File: src/rtl/bp_pkg.sv
package bp_pkg;

    typedef enum logic [1:0] {
        STRONG_NT = 2'b00,
        WEAK_NT   = 2'b01,
        WEAK_T    = 2'b10,
        STRONG_T  = 2'b11
    } ctr_t;

    typedef enum logic [1:0] {
        FAVOUR_BIM_STRONG = 2'b00,
        FAVOUR_BIM_WEAK   = 2'b01,
        FAVOUR_COR_WEAK   = 2'b10,
        FAVOUR_COR_STRONG = 2'b11
    } sel_t;

    function automatic ctr_t ctr_next(ctr_t s, logic taken);
        ctr_t r;
        r = s;
        unique case (s)
            STRONG_NT: r = taken ? WEAK_NT  : STRONG_NT;
            WEAK_NT:   r = taken ? WEAK_T   : STRONG_NT;
            WEAK_T:    r = taken ? STRONG_T : WEAK_NT;
            STRONG_T:  r = taken ? STRONG_T : WEAK_T;
        endcase
        return r;
    endfunction

    function automatic logic ctr_says_taken(ctr_t s);
        return (s == WEAK_T) || (s == STRONG_T);
    endfunction

    function automatic sel_t sel_next(sel_t s, logic cor_ok, logic bim_ok);
        sel_t r;
        r = s;
        if (cor_ok && !bim_ok) begin
            unique case (s)
                FAVOUR_BIM_STRONG: r = FAVOUR_BIM_WEAK;
                FAVOUR_BIM_WEAK:   r = FAVOUR_COR_WEAK;
                FAVOUR_COR_WEAK:   r = FAVOUR_COR_STRONG;
                FAVOUR_COR_STRONG: r = FAVOUR_COR_STRONG;
            endcase
        end else if (bim_ok && !cor_ok) begin
            unique case (s)
                FAVOUR_BIM_STRONG: r = FAVOUR_BIM_STRONG;
                FAVOUR_BIM_WEAK:   r = FAVOUR_BIM_STRONG;
                FAVOUR_COR_WEAK:   r = FAVOUR_BIM_WEAK;
                FAVOUR_COR_STRONG: r = FAVOUR_COR_WEAK;
            endcase
        end
        return r;
    endfunction

    function automatic logic sel_picks_cor(sel_t s);
        return (s == FAVOUR_COR_WEAK) || (s == FAVOUR_COR_STRONG);
    endfunction

endpackage

File: src/rtl/bp_ctr_table.sv
module bp_ctr_table
    import bp_pkg::*;
#(
    parameter int ENTRIES = 256,
    localparam int IDX_W  = $clog2(ENTRIES)
) (
    input  logic             clk,
    input  logic             rst_n,
    input  logic [IDX_W-1:0] rd_idx,
    output ctr_t             rd_state,
    input  logic [IDX_W-1:0] up_idx,
    output ctr_t             up_state,
    input  logic             wr_en,
    input  logic             wr_taken
);

    ctr_t mem_q [ENTRIES];

    // State register process: one 2-bit state machine per entry
    always_ff @(posedge clk or negedge rst_n) begin
        if (!rst_n) begin
            for (int i = 0; i < ENTRIES; i++) begin
                mem_q[i] <= WEAK_NT;
            end
        end else if (wr_en) begin
            mem_q[up_idx] <= ctr_next(mem_q[up_idx], wr_taken);
        end
    end

    // Output process
    always_comb begin
        rd_state = mem_q[rd_idx];
        up_state = mem_q[up_idx];
    end

    // a taken outcome never lowers the trained counter
    assert_ctr_rises_R2: assert property (@(posedge clk) disable iff (!rst_n)
        (wr_en && wr_taken) |=> (mem_q[$past(up_idx)] >= $past(mem_q[up_idx])));

    // a not-taken outcome never raises the trained counter
    assert_ctr_falls_R2: assert property (@(posedge clk) disable iff (!rst_n)
        (wr_en && !wr_taken) |=> (mem_q[$past(up_idx)] <= $past(mem_q[up_idx])));

    // without a write the addressed entry holds
    assert_ctr_idle_R9: assert property (@(posedge clk) disable iff (!rst_n)
        !wr_en |=> (mem_q[$past(rd_idx)] == $past(mem_q[rd_idx])));

endmodule

File: src/rtl/bp_selector.sv
module bp_selector
    import bp_pkg::*;
#(
    parameter int ENTRIES = 256,
    localparam int IDX_W  = $clog2(ENTRIES)
) (
    input  logic             clk,
    input  logic             rst_n,
    input  logic [IDX_W-1:0] rd_idx,
    output logic             rd_use_cor,
    input  logic [IDX_W-1:0] up_idx,
    input  logic             wr_en,
    input  logic             cor_ok,
    input  logic             bim_ok
);

    sel_t mem_q [ENTRIES];

    // State register process
    always_ff @(posedge clk or negedge rst_n) begin
        if (!rst_n) begin
            for (int i = 0; i < ENTRIES; i++) begin
                mem_q[i] <= FAVOUR_BIM_WEAK;
            end
        end else if (wr_en) begin
            mem_q[up_idx] <= sel_next(mem_q[up_idx], cor_ok, bim_ok);
        end
    end

    // Output process
    always_comb begin
        rd_use_cor = sel_picks_cor(mem_q[rd_idx]);
    end

    // a tie in correctness leaves the chooser entry alone
    assert_sel_tie_R6: assert property (@(posedge clk) disable iff (!rst_n)
        (wr_en && (cor_ok == bim_ok)) |=> (mem_q[$past(up_idx)] == $past(mem_q[up_idx])));

    // only the correlator right never moves toward the simple side
    assert_sel_up_R6: assert property (@(posedge clk) disable iff (!rst_n)
        (wr_en && cor_ok && !bim_ok) |=> (mem_q[$past(up_idx)] >= $past(mem_q[up_idx])));

    // only the simple table right never moves toward the correlator
    assert_sel_down_R6: assert property (@(posedge clk) disable iff (!rst_n)
        (wr_en && bim_ok && !cor_ok) |=> (mem_q[$past(up_idx)] <= $past(mem_q[up_idx])));

endmodule

File: src/rtl/bp_history.sv
module bp_history #(
    parameter int HIST_W = 2
) (
    input  logic              clk,
    input  logic              rst_n,
    input  logic              shift_en,
    input  logic              taken,
    output logic [HIST_W-1:0] hist
);

    logic [HIST_W-1:0] hist_q;

    always_ff @(posedge clk or negedge rst_n) begin
        if (!rst_n) begin
            hist_q <= '0;
        end else if (shift_en) begin
            if (HIST_W > 1) begin
                hist_q <= {hist_q[HIST_W-2:0], taken};
            end else begin
                hist_q <= taken;
            end
        end
    end

    always_comb begin
        hist = hist_q;
    end

    // newest outcome lands in bit 0
    assert_hist_newest_R8: assert property (@(posedge clk) disable iff (!rst_n)
        shift_en |=> (hist_q[0] == $past(taken)));

    generate
        if (HIST_W > 1) begin : g_older
            // older bits move up by one place
            assert_hist_older_R8: assert property (@(posedge clk) disable iff (!rst_n)
                shift_en |=> (hist_q[HIST_W-1:1] == $past(hist_q[HIST_W-2:0])));
        end
    endgenerate

    // no update, no history change
    assert_hist_idle_R9: assert property (@(posedge clk) disable iff (!rst_n)
        !shift_en |=> $stable(hist_q));

endmodule

File: src/rtl/tournament_predictor.sv
module tournament_predictor
    import bp_pkg::*;
#(
    parameter int PC_W        = 32,
    parameter int BIM_ENTRIES = 256,
    parameter int COR_SETS    = 64,
    parameter int SEL_ENTRIES = 256,
    parameter int HIST_W      = 2
) (
    input  logic            clk,
    input  logic            rst_n,
    input  logic [PC_W-1:0] lk_pc,
    input  logic            upd_valid,
    input  logic [PC_W-1:0] upd_pc,
    input  logic            upd_taken,
    output logic            pred_taken,
    output logic            pred_from_cor
);

    localparam int BIM_W       = $clog2(BIM_ENTRIES);
    localparam int SET_W       = $clog2(COR_SETS);
    localparam int SEL_W       = $clog2(SEL_ENTRIES);
    localparam int COR_ENTRIES = COR_SETS << HIST_W;
    localparam int COR_W       = SET_W + HIST_W;

    logic [HIST_W-1:0] hist;
    logic [BIM_W-1:0]  bim_lk_idx, bim_up_idx;
    logic [COR_W-1:0]  cor_lk_idx, cor_up_idx;
    logic [SEL_W-1:0]  sel_lk_idx, sel_up_idx;
    ctr_t              bim_lk_st, bim_up_st, cor_lk_st, cor_up_st;
    logic              use_cor, bim_ok, cor_ok;
    logic              unused_pc_bits;

    assign unused_pc_bits = ^{lk_pc, upd_pc};

    always_comb begin
        bim_lk_idx = lk_pc[BIM_W+1:2];
        bim_up_idx = upd_pc[BIM_W+1:2];
        cor_lk_idx = {lk_pc[SET_W+1:2], hist};
        cor_up_idx = {upd_pc[SET_W+1:2], hist};
        sel_lk_idx = lk_pc[SEL_W+1:2];
        sel_up_idx = upd_pc[SEL_W+1:2];
        bim_ok     = (ctr_says_taken(bim_up_st) == upd_taken);
        cor_ok     = (ctr_says_taken(cor_up_st) == upd_taken);
    end

    bp_ctr_table #(.ENTRIES(BIM_ENTRIES)) u_bim (
        .clk      (clk),
        .rst_n    (rst_n),
        .rd_idx   (bim_lk_idx),
        .rd_state (bim_lk_st),
        .up_idx   (bim_up_idx),
        .up_state (bim_up_st),
        .wr_en    (upd_valid),
        .wr_taken (upd_taken)
    );

    bp_ctr_table #(.ENTRIES(COR_ENTRIES)) u_cor (
        .clk      (clk),
        .rst_n    (rst_n),
        .rd_idx   (cor_lk_idx),
        .rd_state (cor_lk_st),
        .up_idx   (cor_up_idx),
        .up_state (cor_up_st),
        .wr_en    (upd_valid),
        .wr_taken (upd_taken)
    );

    bp_selector #(.ENTRIES(SEL_ENTRIES)) u_sel (
        .clk        (clk),
        .rst_n      (rst_n),
        .rd_idx     (sel_lk_idx),
        .rd_use_cor (use_cor),
        .up_idx     (sel_up_idx),
        .wr_en      (upd_valid),
        .cor_ok     (cor_ok),
        .bim_ok     (bim_ok)
    );

    bp_history #(.HIST_W(HIST_W)) u_hist (
        .clk      (clk),
        .rst_n    (rst_n),
        .shift_en (upd_valid),
        .taken    (upd_taken),
        .hist     (hist)
    );

    always_comb begin
        pred_from_cor = use_cor;
        pred_taken    = use_cor ? ctr_says_taken(cor_lk_st) : ctr_says_taken(bim_lk_st);
    end

    // prediction agrees with the selected component's counter
    assert_pick_R5: assert property (@(posedge clk) disable iff (!rst_n)
        pred_from_cor |-> (pred_taken == cor_lk_st[1]));

    assert_pick_bim_R5: assert property (@(posedge clk) disable iff (!rst_n)
        !pred_from_cor |-> (pred_taken == bim_lk_st[1]));

endmodule

File: config.mk
export PLATFORM = sky130hd
export DESIGN_NAME = tournament_predictor
export DESIGN_NICKNAME = d
export VERILOG_FILES = /design/src/rtl/bp_pkg.sv /design/src/rtl/bp_ctr_table.sv /design/src/rtl/bp_selector.sv /design/src/rtl/bp_history.sv /design/src/rtl/tournament_predictor.sv
export SDC_FILE = /design/constraint.sdc
export NUM_CORES = 2
export LEC_CHECK = 0
export BUFFER_PORTS_ARGS = -buffer_cell sky130_fd_sc_hd__buf_4
export CAP_MARGIN = 15
export CORE_AREA = 2 2 514 516
export CTS_CLUSTER_SIZE = 16
export DETAILED_ROUTE_END_ITERATION = 8
export DIE_AREA = 0 0 516 518
export GPL_TIMING_DRIVEN = 0
export PLACE_DENSITY_LB_ADDON = 0.1
export SETUP_SLACK_MARGIN = 0.3
export SYNTH_ARGS = -nofsm -noshare
export SYNTH_HDL_FRONTEND = slang
export SYNTH_SLANG_ARGS = --single-unit
export TNS_END_PERCENT = 20
File: constraint.sdc
create_clock -name clk -period 12.5 [get_ports clk]
set_input_delay 1.25 -clock clk [delete_from_list [all_inputs] [get_ports clk]]
set_output_delay 1.25 -clock clk [all_outputs]
set_load 0.05 [all_outputs]
==> impl_metrics.csv <==
group,metric,value,unit
floorplanning,die_y,518,µm
clock_network,cts_tree,"built",
detailed_routing,viasPerCell,5.840,
setup_path,criticalPathCategory,"in2reg",
sta,finalSetupViolCount,0,
setup_path,r2r-start,"u_hist.hist[1]$_DFFE_PN0P_",
status,status,"complete, but fails checks",
cells_and_area,nets,7406,
setup_path,startpoint_type,"input pin",
floorplanning,die_w,516,µm
setup_path,critPathMostFrequentCell,"buf_2",
logic_synthesis,synth_area_leaders,"dfstp_2 (26%), dfrtp_1 (25%), mux4_2 (17%), nand2_1 (9.1%), o21ai_0 (5.4%)",
sta,setup_tns,0,ps
floorplanning,ioPinCount,70,
clock_network,ctsResizeCount,0,
cells_and_area,drive_above_1_share,0.3271,
setup_path,cp_num_buf_inv,10,
global_routing,grt_pass1_vias,62150,
global_routing,grt_pass1_wl,567300,µm
placement,place_hpwl,309200,µm
global_routing,grt_max_degree,173,
global_routing,grt.total_usage,0.3143,
flow_run,drv_cap,1,
floorplanning,die_area,0.2673,mm²
logic_synthesis,seq_area_frac_synth,0.5046,
setup_path,r2r_cells,15,
logic_synthesis,async_reset_ff_frac,1.000,
logic_synthesis,synth_cell_types,69,
logic_synthesis,synth_edf_count,0,
cells_and_area,fillers,26380,
detailed_routing,drc_errors,0,
setup_path,cp.depth,16,
worst_hold_path,hold_class,"in2async",
logic_synthesis,post-synth-top-area-cell,"dfstp_2",
detailed_routing,ant_nets,0,
sta,finalHoldViolCount,0,
setup_path,critPathMaxFanout,10,
sta,tightestPinTransition,1484,ps
cells_and_area,seqCellArea,0.03945,mm²
logic_synthesis,synth_ff_type,"dfrtp_1",
detailed_routing,vias,64430,
floorplanning,core_area,0.2616,mm²
setup_path,max_stage_delay,1090,ps
floorplanning,core.rowCount,188,
clock_network,clk_pin_slew,60,ps
placement,dp_slack,2398,ps
setup_path,crit_required,13230,ps
placement,gp_congestion,1.044,
logic_synthesis,netlist_area,0.07817,mm²
global_routing,antenna_found_initial,48,
clock_network,clk_latency,900,ps
sta,worst_clock_skew,72.64,ps
sta,fmax,0.1057,GHz
clock_network,cts_made_buffers,195,
logic_synthesis,synth_cells,7017,
sta,drv_slew,0,
sta,period_minus_slack,9460,ps
setup_path,r2r-end,"u_sel.mem_q[95]$_DFFE_PN0P_",
logic_synthesis,synth_seq_cells,1538,
sta,maxSlewHeadroom,0.007281,
setup_path,cp.arrival,10190,ps
setup_path,crit_family,"buffers and inverters",
global_routing,grt_overflow_total,0,
clock_network,htreeDepth,4,
clock_network,cts-hold-fix-buffers,0,
setup_path,crit_chain,"buf_4 > buf_2 > buf_2 > buf_2 > buf_12 > buf_2 > buf_2 > buf_2 > a31oi_1 > nand4_1 > nand4_1 > and4_1 > o211ai_1 > clkbuf_1 > buf_2 > a32oi_1",
clock_network,cts_buffer_depth,4,
sta,period_share,0.7568,
clock_network,cts_root_buf,"clkbuf_16",
pwr,leakage,35.37,nW
clock_network,cts_num_sinks,1538,
setup_path,endpoint,"u_sel.mem_q[95]$_DFFE_PN0P_",
sta,rsz0062_at_grt,"false",
detailed_routing,drt-total-wl,426100,µm
setup_path,r2r_setup_slack,5540,ps
logic_synthesis,syn_nets,7085,
status,violations,"capacitance limit",
sta,setup_slack,3040,ps
setup_path,worst_path_max_delay_cell,"clkbuf_1",
logic_synthesis,syn_avg_cell_area,11.14,µm²
cells_and_area,multiInputGateArea,0.03624,mm²
pwr,power_density,145.6,mW/mm²
pwr,peakVddDrop,0.1136,mV
clock_network,cts_setup_buffers,0,
logic_synthesis,yosysTopAreaCellShare,0.2581,
floorplanning,start_util,0.2989,
detailed_routing,dr.pass1.iters,9,
cells_and_area,area_growth,16.83,%
logic_synthesis,yosysWarningCount,0,
setup_path,cp-end-kind,"register",
placement,io_buffers,11,
setup_path,cp-startpoint,"upd_pc[3]",
detailed_routing,drt_iter0_drc,8039,
detailed_routing,wire_per_inst,38.63,µm
-- cells by family (layout without fill, tap and decap cells) --
kind of cell / Yosys count / after routing / share of synthesized area
flip-flops: 1538 / 1538 / 0.5046
buffers and inverters: 558 / 1038 / 0.03284
AND/OR/NAND/NOR: 2509 / 2509 / 0.1292
XOR/XNOR: 1 / 1 / 0.0001121
AO/OA/AOI/OAI: 1485 / 1485 / 0.1156
multiplexers: 923 / 923 / 0.2173
adder cells (fa/ha/maj): 3 / 3 / 0.0004001
other: 0 / 20 / 0
-- sequential cells by signal (all words and copies together), names as in the netlist --
register	flops
u_bim.mem_q	512
u_sel.mem_q	512
u_cor.mem_q	512
u_hist.hist	2
-- synthesized netlist by cell type (all sizes together) (3+ instances only) --
cell / count
and4: 3
nor4bb: 4
o21ai: 1040
nor2: 262
a211oi: 12
nand4: 90
or2: 6
nor2b: 20
nand2b: 10
mux4: 592
o31ai: 4
o2111ai: 5
and4b: 3
a221oi: 6
a21boi: 4
nand3: 190
maj3: 3
dfstp: 768
a31oi: 7
mux2: 272
a21oi: 30
a22oi: 237
nor3: 11
o22ai: 3
nand2: 1890
dfrtp: 770
a22o: 14
a32oi: 83
and2: 10
buf: 215
mux2i: 59
o221ai: 4
clkbuf: 336
and3: 6
a2111oi: 8
inv: 6
o211ai: 6
-- power by group --
group / switching, mW / internal [mW]
clock: 2.40 / 3.43
sequential: 0.159 / 5.36
combinational: 1.40 / 0.548
total: 3.96 / 9.34
-- area by class of cell --
type | instances | area share
plain buffers | 551 | 0.02902
repair buffers | 124 | 0.02285
clock buffers | 310 | 0.06513
clock inverters | 46 | 0.005288
multi-input cells | 4921 | 0.3968
diodes | 20 | 0.0005480
inverters | 7 | 0.0002877
flip-flops and latches | 1538 | 0.4319
well taps | 3515 | 0.04816
-- layout by cell type (no fill, tap or decap), types with 8 or more instances in the layout --
| cell type | n |
|---|---|
| clkinv_2 | 32 |
| diode_2 | 20 |
| a22o_1 | 14 |
| clkbuf_2 | 67 |
| dfstp_2 | 768 |
| buf_1 | 13 |
| dfrtp_1 | 770 |
| nand3_1 | 190 |
| nand2b_1 | 10 |
| and2_1 | 9 |
| o21ai_2 | 100 |
| o21ai_1 | 89 |
| a32oi_1 | 82 |
| nor2_1 | 255 |
| buf_16 | 26 |
| o21ai_0 | 851 |
| nand2_1 | 1890 |
| mux2i_1 | 59 |
| a22oi_1 | 237 |
| buf_2 | 152 |
| nand4_1 | 90 |
| a211oi_1 | 11 |
| bufinv_16 | 9 |
| clkbuf_8 | 53 |
| a21oi_1 | 30 |
| clkbuf_16 | 200 |
| buf_12 | 19 |
| buf_8 | 48 |
| buf_6 | 42 |
| buf_4 | 39 |
| mux4_2 | 592 |
| mux2_2 | 272 |
| clkbuf_1 | 326 |
| a2111oi_0 | 8 |
| nor2b_1 | 19 |
-- worst min-delay path by stage --
stage	to	slack (ps)	cells after the start
2_1_floorplan	u_sel.mem_q[138]$_DFFE_PN1P_	440	2
3_3_place_gp	u_sel.mem_q[164]$_DFFE_PN1P_	450	2
3_5_place_dp	u_sel.mem_q[156]$_DFFE_PN1P_	450	2
4_1_cts	u_bim.mem_q[477]$_DFFE_PN0P_	360	1
5_1_grt	u_bim.mem_q[473]$_DFFE_PN0P_	390	1
6_report	u_bim.mem_q[473]$_DFFE_PN0P_	340	1
-- metal layers --
| metal | vias up | GRT usage | share of wire |
|---|---|---|---|
| met3 | 1107 | 0.08597 | 0.095 |
| met2 | 3688 | 0.4692 | 0.43 |
| met1 | 33370 | 0.3944 | 0.38 |
| met5 | - | 0 | 0.00050 |
| met4 | 30 | 0.2164 | 0.085 |
| li1 | 26230 | - | - |
-- stage by stage --
step	total power [mW]	instances	util	hold WS, ps	cell area, µm²
2_1_floorplan	6.463	7017	-	440.6	78170
3_5_place_dp	7.489	10650	0.3242	454.4	84800
4_1_cts	13.31	11010	0.3488	364.6	91230
5_1_grt	13.64	11010	0.3490	392.3	91280
3_3_place_gp	7.408	10540	0.3160	448.4	82650
6_report	13.30	11030	0.3492	342.9	91330
-- worst register-to-register path, stage by stage, from the launching register on --
cell	delay [ps]
dfrtp_1	340
buf_2	170
buf_2	390
buf_2	430
clkbuf_1	920
inv_1	480
mux2i_1	270
mux2i_1	100
a211oi_1	520
o311a_1	300
nor2_1	150
xnor2_1	170
o211ai_1	700
clkbuf_1	1100
buf_2	540
a32oi_1	220
Note: power is estimated with default switching activity, not from simulation.
